## src/rtl/tch_pkg.sv

```systemverilog
// Shared types for the timer channel.
// Assumes: edge/action select bit 0 = rising/toggle, bit 1 = falling/clear.
package tch_pkg;
    typedef enum logic [1:0] {
        ESEL_OFF = 2'b00,
        ESEL_A   = 2'b01,
        ESEL_B   = 2'b10,
        ESEL_C   = 2'b11
    } esel_e;

    typedef struct packed {
        logic [1:0] mode;
        esel_e      esel;
        logic       tov;
        logic       fullduty;
    } cfg_t;

    localparam cfg_t CFG_RST = '{mode: 2'b00, esel: ESEL_OFF, tov: 1'b0, fullduty: 1'b0};

    // Channel drives the pin: compare or PWM mode with a nonzero select.
    function automatic logic is_out_mode(cfg_t c);
        return (c.esel != ESEL_OFF) && (c.mode != 2'b00);
    endfunction

    // Channel samples the pin: mode 00 with a nonzero select.
    function automatic logic is_cap_mode(cfg_t c);
        return (c.esel != ESEL_OFF) && (c.mode == 2'b00);
    endfunction
endpackage

```

## src/rtl/tch_cfg_reg.sv

```systemverilog
// Configuration register: loads all fields at once on a write strobe.
// Assumes: synchronous active-low reset to CFG_RST.
module tch_cfg_reg
    import tch_pkg::*;
(
    input  logic clk,
    input  logic rst_n,
    input  logic we,
    input  cfg_t wdata,
    output cfg_t q
);
    // Hold the configuration; load on a write strobe.
    always_ff @(posedge clk) begin
        if (!rst_n)  q <= CFG_RST;
        else if (we) q <= wdata;
    end
endmodule

```

## src/rtl/tch_edge_sync.sv

```systemverilog
// Pin synchronizer and edge detector.
// Assumes: STAGES >= 2; the input is asynchronous to clk.
module tch_edge_sync #(
    parameter int STAGES = 2
) (
    input  logic clk,
    input  logic rst_n,
    input  logic din,
    output logic rise,
    output logic fall
);
    localparam int LAST = STAGES - 1;

    logic [STAGES-1:0] chain;
    logic              prev;

    for (genvar i = 0; i < STAGES; i++) begin : g_stage
        if (i == 0) begin : g_first
            // First flop samples the raw pin.
            always_ff @(posedge clk) begin
                if (!rst_n) chain[0] <= 1'b0;
                else        chain[0] <= din;
            end
        end else begin : g_next
            // Later flops pass the value along the chain.
            always_ff @(posedge clk) begin
                if (!rst_n) chain[i] <= 1'b0;
                else        chain[i] <= chain[i-1];
            end
        end
    end

    // Hold the previous synchronized level for edge detection.
    always_ff @(posedge clk) begin
        if (!rst_n) prev <= 1'b0;
        else        prev <= chain[LAST];
    end

    assign rise = chain[LAST] & ~prev;
    assign fall = ~chain[LAST] & prev;
endmodule

```

## src/rtl/tch_out_ctrl.sv

```systemverilog
// Output state, match detect, overflow toggle and full-duty forcing.
// Assumes: cnt_ovf is a one-cycle strobe; full duty changes only at an overflow.
module tch_out_ctrl
    import tch_pkg::*;
#(
    parameter int CNT_W = 16
) (
    input  logic             clk,
    input  logic             rst_n,
    input  cfg_t             cfg,
    input  logic [CNT_W-1:0] cnt_val,
    input  logic [CNT_W-1:0] cmp_val,
    input  logic             cnt_ovf,
    output logic             cmp_hit,
    output logic             full_act,
    output logic             pin_out,
    output logic             pin_oe
);
    logic out_mode;
    logic pin_q;

    assign out_mode = is_out_mode(cfg);
    assign cmp_hit  = out_mode && (cnt_val == cmp_val);

    // Output state: preset, then overflow toggle over compare action.
    always_ff @(posedge clk) begin
        if (!rst_n) begin
            pin_q <= 1'b0;
        end else if (cfg.esel == ESEL_OFF) begin
            pin_q <= cfg.mode[0];
        end else if (out_mode) begin
            if (cfg.tov && cnt_ovf) begin
                pin_q <= ~pin_q;
            end else if (cmp_hit) begin
                unique case (cfg.esel)
                    ESEL_A:  pin_q <= ~pin_q;
                    ESEL_B:  pin_q <= 1'b0;
                    ESEL_C:  pin_q <= 1'b1;
                    default: pin_q <= pin_q;
                endcase
            end
        end
    end

    // Full-duty forcing follows the request only at overflow edges.
    always_ff @(posedge clk) begin
        if (!rst_n)       full_act <= 1'b0;
        else if (cnt_ovf) full_act <= cfg.fullduty && cfg.tov && out_mode;
    end

    // Pin drive: forced high while full duty is active.
    always_comb begin
        pin_oe = out_mode;
        if (out_mode)                   pin_out = pin_q | full_act;
        else if (cfg.esel == ESEL_OFF)  pin_out = cfg.mode[0];
        else                            pin_out = 1'b0;
    end
endmodule

```

## src/rtl/tch_val_flag.sv

```systemverilog
// Compare/capture value register and channel flag.
// Assumes: a capture wins over a write; setting wins over clearing.
module tch_val_flag #(
    parameter int CNT_W = 16
) (
    input  logic             clk,
    input  logic             rst_n,
    input  logic             cap_evt,
    input  logic             cmp_hit,
    input  logic [CNT_W-1:0] cnt_val,
    input  logic             val_we,
    input  logic [CNT_W-1:0] val_wdata,
    input  logic             flag_clr,
    output logic [CNT_W-1:0] val_q,
    output logic             flag_q
);
    // Value register: capture first, then software write.
    always_ff @(posedge clk) begin
        if (!rst_n)       val_q <= '0;
        else if (cap_evt) val_q <= cnt_val;
        else if (val_we)  val_q <= val_wdata;
    end

    // Flag: set by capture or match, cleared by strobe.
    always_ff @(posedge clk) begin
        if (!rst_n)                  flag_q <= 1'b0;
        else if (cap_evt || cmp_hit) flag_q <= 1'b1;
        else if (flag_clr)           flag_q <= 1'b0;
    end
endmodule

```

## src/rtl/tmr_channel.sv

```systemverilog
// Top of one timer channel: capture, compare and PWM on a shared counter.
// Assumes: cnt_val and cnt_ovf come from a counter clocked by clk.
module tmr_channel
    import tch_pkg::*;
#(
    parameter int CNT_W       = 16,
    parameter int SYNC_STAGES = 2
) (
    input  logic             clk,
    input  logic             rst_n,
    input  logic [CNT_W-1:0] cnt_val,
    input  logic             cnt_ovf,
    input  logic             cfg_we,
    input  logic [1:0]       cfg_mode,
    input  logic [1:0]       cfg_esel,
    input  logic             cfg_tov,
    input  logic             cfg_full,
    input  logic             val_we,
    input  logic [CNT_W-1:0] val_wdata,
    input  logic             flag_clr,
    input  logic             pin_in,
    output logic             pin_out,
    output logic             pin_oe,
    output logic             chan_flag,
    output logic [CNT_W-1:0] chan_val
);
    cfg_t       cfg_wr;
    cfg_t       cfg_q;
    logic [1:0] esel_bits;
    logic       pin_rise;
    logic       pin_fall;
    logic       cap_evt;
    logic       cmp_hit;
    logic       full_act;

    assign cfg_wr    = '{mode: cfg_mode, esel: esel_e'(cfg_esel), tov: cfg_tov, fullduty: cfg_full};
    assign esel_bits = cfg_q.esel;
    assign cap_evt   = is_cap_mode(cfg_q) &&
                       ((esel_bits[0] && pin_rise) || (esel_bits[1] && pin_fall));

    tch_cfg_reg u_cfg (
        .clk   (clk),
        .rst_n (rst_n),
        .we    (cfg_we),
        .wdata (cfg_wr),
        .q     (cfg_q)
    );

    tch_edge_sync #(.STAGES(SYNC_STAGES)) u_sync (
        .clk   (clk),
        .rst_n (rst_n),
        .din   (pin_in),
        .rise  (pin_rise),
        .fall  (pin_fall)
    );

    tch_out_ctrl #(.CNT_W(CNT_W)) u_out (
        .clk      (clk),
        .rst_n    (rst_n),
        .cfg      (cfg_q),
        .cnt_val  (cnt_val),
        .cmp_val  (chan_val),
        .cnt_ovf  (cnt_ovf),
        .cmp_hit  (cmp_hit),
        .full_act (full_act),
        .pin_out  (pin_out),
        .pin_oe   (pin_oe)
    );

    tch_val_flag #(.CNT_W(CNT_W)) u_vf (
        .clk       (clk),
        .rst_n     (rst_n),
        .cap_evt   (cap_evt),
        .cmp_hit   (cmp_hit),
        .cnt_val   (cnt_val),
        .val_we    (val_we),
        .val_wdata (val_wdata),
        .flag_clr  (flag_clr),
        .val_q     (chan_val),
        .flag_q    (chan_flag)
    );
endmodule

```

## config.mk

```make
export PLATFORM = sky130hd
export DESIGN_NAME = tmr_channel
export DESIGN_NICKNAME = d
export VERILOG_FILES = /design/src/rtl/tch_pkg.sv /design/src/rtl/tch_cfg_reg.sv /design/src/rtl/tch_edge_sync.sv /design/src/rtl/tch_out_ctrl.sv /design/src/rtl/tch_val_flag.sv /design/src/rtl/tmr_channel.sv
export SDC_FILE = /design/constraint.sdc
export NUM_CORES = 1
export LEC_CHECK = 0
export ABC_AREA = 1
export BUFFER_PORTS_ARGS = -buffer_cell sky130_fd_sc_hd__buf_2
export CELL_PAD_IN_SITES_DETAIL_PLACEMENT = 2
export CELL_PAD_IN_SITES_GLOBAL_PLACEMENT = 2
export CORE_AREA = 2 2 80 82
export DETAILED_ROUTE_END_ITERATION = 6
export DIE_AREA = 0 0 82 84
export PLACE_DENSITY = 0.83
export SYNTH_ARGS = -nofsm -noshare
export SYNTH_HDL_FRONTEND = slang
export SYNTH_SLANG_ARGS = --single-unit
```

## constraint.sdc

```tcl
create_clock -name clk -period 2.85 [get_ports clk]
set_input_delay 0.4275 -clock clk [delete_from_list [all_inputs] [get_ports clk]]
set_output_delay 0.4275 -clock clk [all_outputs]
set_load 0.01 [all_outputs]
```

==> out/qor.yml <==
yosys:
  yosysSeqAreaShare_pct: 35.4
  ys_warn_count: 0
  syn-num-nets: 273
  synthFlopType: "dfxtp_1"
  synth_area_um2: 1580
  synthArstFlopShare_pct: 0
  ys_seq_elements: 28
  synth_edf_count: 0
  yosysTopAreaCell: "dfxtp_1"
  postSynthCellCount: 227
  yosys.area.top_type_share_pct: 35.4
  synth_cell_types: 22
  synth.top_cells.by_count: "45 x nand2_1, 45 x nor2_1, 33 x inv_1, 28 x dfxtp_1, 17 x a21oi_1"
  synth.area.top_cells: "dfxtp_1 35%, a211oi_2 13%, nand2_1 11%"
  avgSynthCellArea_um2: 6.98
finish:
  drive_above_1_share_pct: 31.5
  antenna-diode-count: 0
  syn_to_final_growth_pct: 26.3
  fin_nets: 333
  nFillCells: 782
floorplanning:
  rows: 29
  design.core.area_um2: 6100
  initial_core_util_pct: 26.0
  dieArea_um2: 6890
  fp.dieH_um: 84
  ios: 64
  die_x_um: 82
pwr:
  p_leak_nw: 1.02
  p_total_mw: 0.880
  vdd_ir_drop_max_uv: 182
  powerDensity_nw_per_um2: 440
sta:
  setup_viol: 0
  finalSetupTns_ns: 0
  max_freq_mhz: 514
  slew_violations: 0
  maxSlewHeadroom_pct: 50.6
  fin_crit_sh_pct: 68.3
  hold_violations: 0
  rsz0062_at_grt: "no"
  min_period_ns: 1.95
  worst_pin_slew_ns: 0.738
  skew_ns: 0.00102
clock_tree:
  cts.root.buffer_cell: "clkbuf_8"
  htreeDepth: 1
  postCtsSetupBuffers: 0
  cts_buffer_depth: 2
  cts_sinks: 28
  clk_latency_ns: 0.28
  ctsHoldBuffers: 0
  cts_tree: "yes"
  clk_pin_slew_ns: 0.09
  cts_made_buffers: 3
  cts_resized: 0
placed_design:
  io_buffers: 63
  place.gp.congestion: 0.774
  dp_hpwl_um: 3740
drt:
  totalWireLength_um: 4590
  route.antenna.remaining_nets: 0
  vias_per_cell: 4.58
  drt_first_iter_violations: 38
  firstDrtPassIters: 2
  drc: 0
  post_drt_wl_per_cell_um: 12.7
  vias: 1662
global_routing:
  groute.usage.overall_pct: 14.3
  grt_overflow_total: 0
  grt_pass1_wl_um: 7690
  grt_pass1_vias: 1744
  antenna_found_initial: 1
  grt_max_degree: 34
worst_setup_path:
  rrSetupSlack_ns: 0.96
  critPathKind: "reg -> out"
  worst_setup_path_end_kind: "output port"
  cp_max_fo: 4
  required_ns: 2.42
  start_kind: "flop"
  arrival_ns: 1.52
run_status:
  outcome: "complete, no violations"
worst_hold_path:
  hold_class: "in -> reg"
job:
  max_cap_viol_count: 0
==> flip-flops by register name (all words and copies together) (netlist names) <==
register,flops
u_cfg.q,6
u_vf.flag_q,1
u_sync.prev,1
u_sync.chain,2
u_vf.val_q,16
u_out.full_act,1
u_out.pin_q,1
==> worst paths after layout <==
| kind | end | cells past startpoint | from |
|---|---|---|---|
| worst max-delay path | pin_out | 6 | u_cfg.q[3] |
| worst min-delay path | u_sync.chain[0] | 3 | pin_in |
| worst max register to register | u_vf.val_q[12] | 8 | u_cfg.q[3] |
| worst min register to register | u_sync.chain[1] | 2 | u_sync.chain[0] |
==> final cells by class <==
class                      instances  area (um2)  share of cell area, %
tap                               77        96.3                   4.82
clock buffer                       4        55.1                   2.75
multi-input combinational        156         842                   42.1
timing repair buffer              63         315                   15.8
inverter                          35         131                   6.57
sequential                        28         561                   28.0
==> routing by layer <==
layer | wire, um | vias up | part of all wire (%) | GRT usage (%)
met5 | 16 | - | 0.35 | 0
met3 | 213 | 6 | 4.6 | 2.27
met2 | 2440 | 39 | 53 | 26.5
li1 | - | 833 | - | -
met4 | 39 | 2 | 0.85 | 4.09
met1 | 1890 | 782 | 41 | 16.4
==> cell usage in the layout, fill, tap and decap left out, types with 4 or more instances in the layout <==
| master | count |
|---|---|
| xnor2_1 | 4 |
| nand3_1 | 6 |
| nand2_1 | 45 |
| nor2_1 | 45 |
| clkbuf_8 | 4 |
| o21ai_0 | 8 |
| a21oi_1 | 17 |
| a211oi_2 | 16 |
| buf_2 | 63 |
| dfxtp_1 | 28 |
| mux2i_1 | 4 |
| inv_1 | 33 |
==> worst max-delay path, stage by stage (launching register included) <==
cell and delay, ns:
dfxtp_1 0.37, inv_1 0.08, ha_1 0.24, nor2_2 0.22, o21ai_0 0.12, nand2_1 0.08
buf_2 0.12
==> metrics by stage <==
| step | hold WS (ns) | instances | setup slack, ns | area [um2] | utilization (%) |
|---|---|---|---|---|---|
| final | 0.328 | 363 | 0.905 | 2000 | 32.8 |
| after global routing | 0.343 | 363 | 0.700 | 2000 | 32.8 |
| after CTS | 0.320 | 363 | 0.865 | 2000 | 32.8 |
| after detailed placement | 0.409 | 359 | 0.948 | 1950 | 31.9 |
| after global placement | 0.394 | 359 | 1.07 | 1950 | 31.9 |
| after floorplan | 0.390 | 227 | 1.39 | 1580 | - |
==> logic make-up after synthesis <==
group                    share of synthesized area, %
buffers and inverters                            11.5
AO/OA/AOI/OAI                                    21.6
multiplexers                                     2.53
adder cells (fa/ha/maj)                         0.790
flip-flops                                       35.4
XOR/XNOR                                         2.21
AND/OR/NAND/NOR                                  26.0
==> report_power, final <==
| group | total, mW | leakage, nW | switching [mW] | internal, mW |
|---|---|---|---|---|
| logic | 0.196 | 0.757 | 0.111 | 0.0847 |
| clock network | 0.249 | 0.0288 | 0.125 | 0.124 |
| registers | 0.435 | 0.231 | 0.0181 | 0.417 |
No activity file was read; power rests on OpenSTA's default activity.
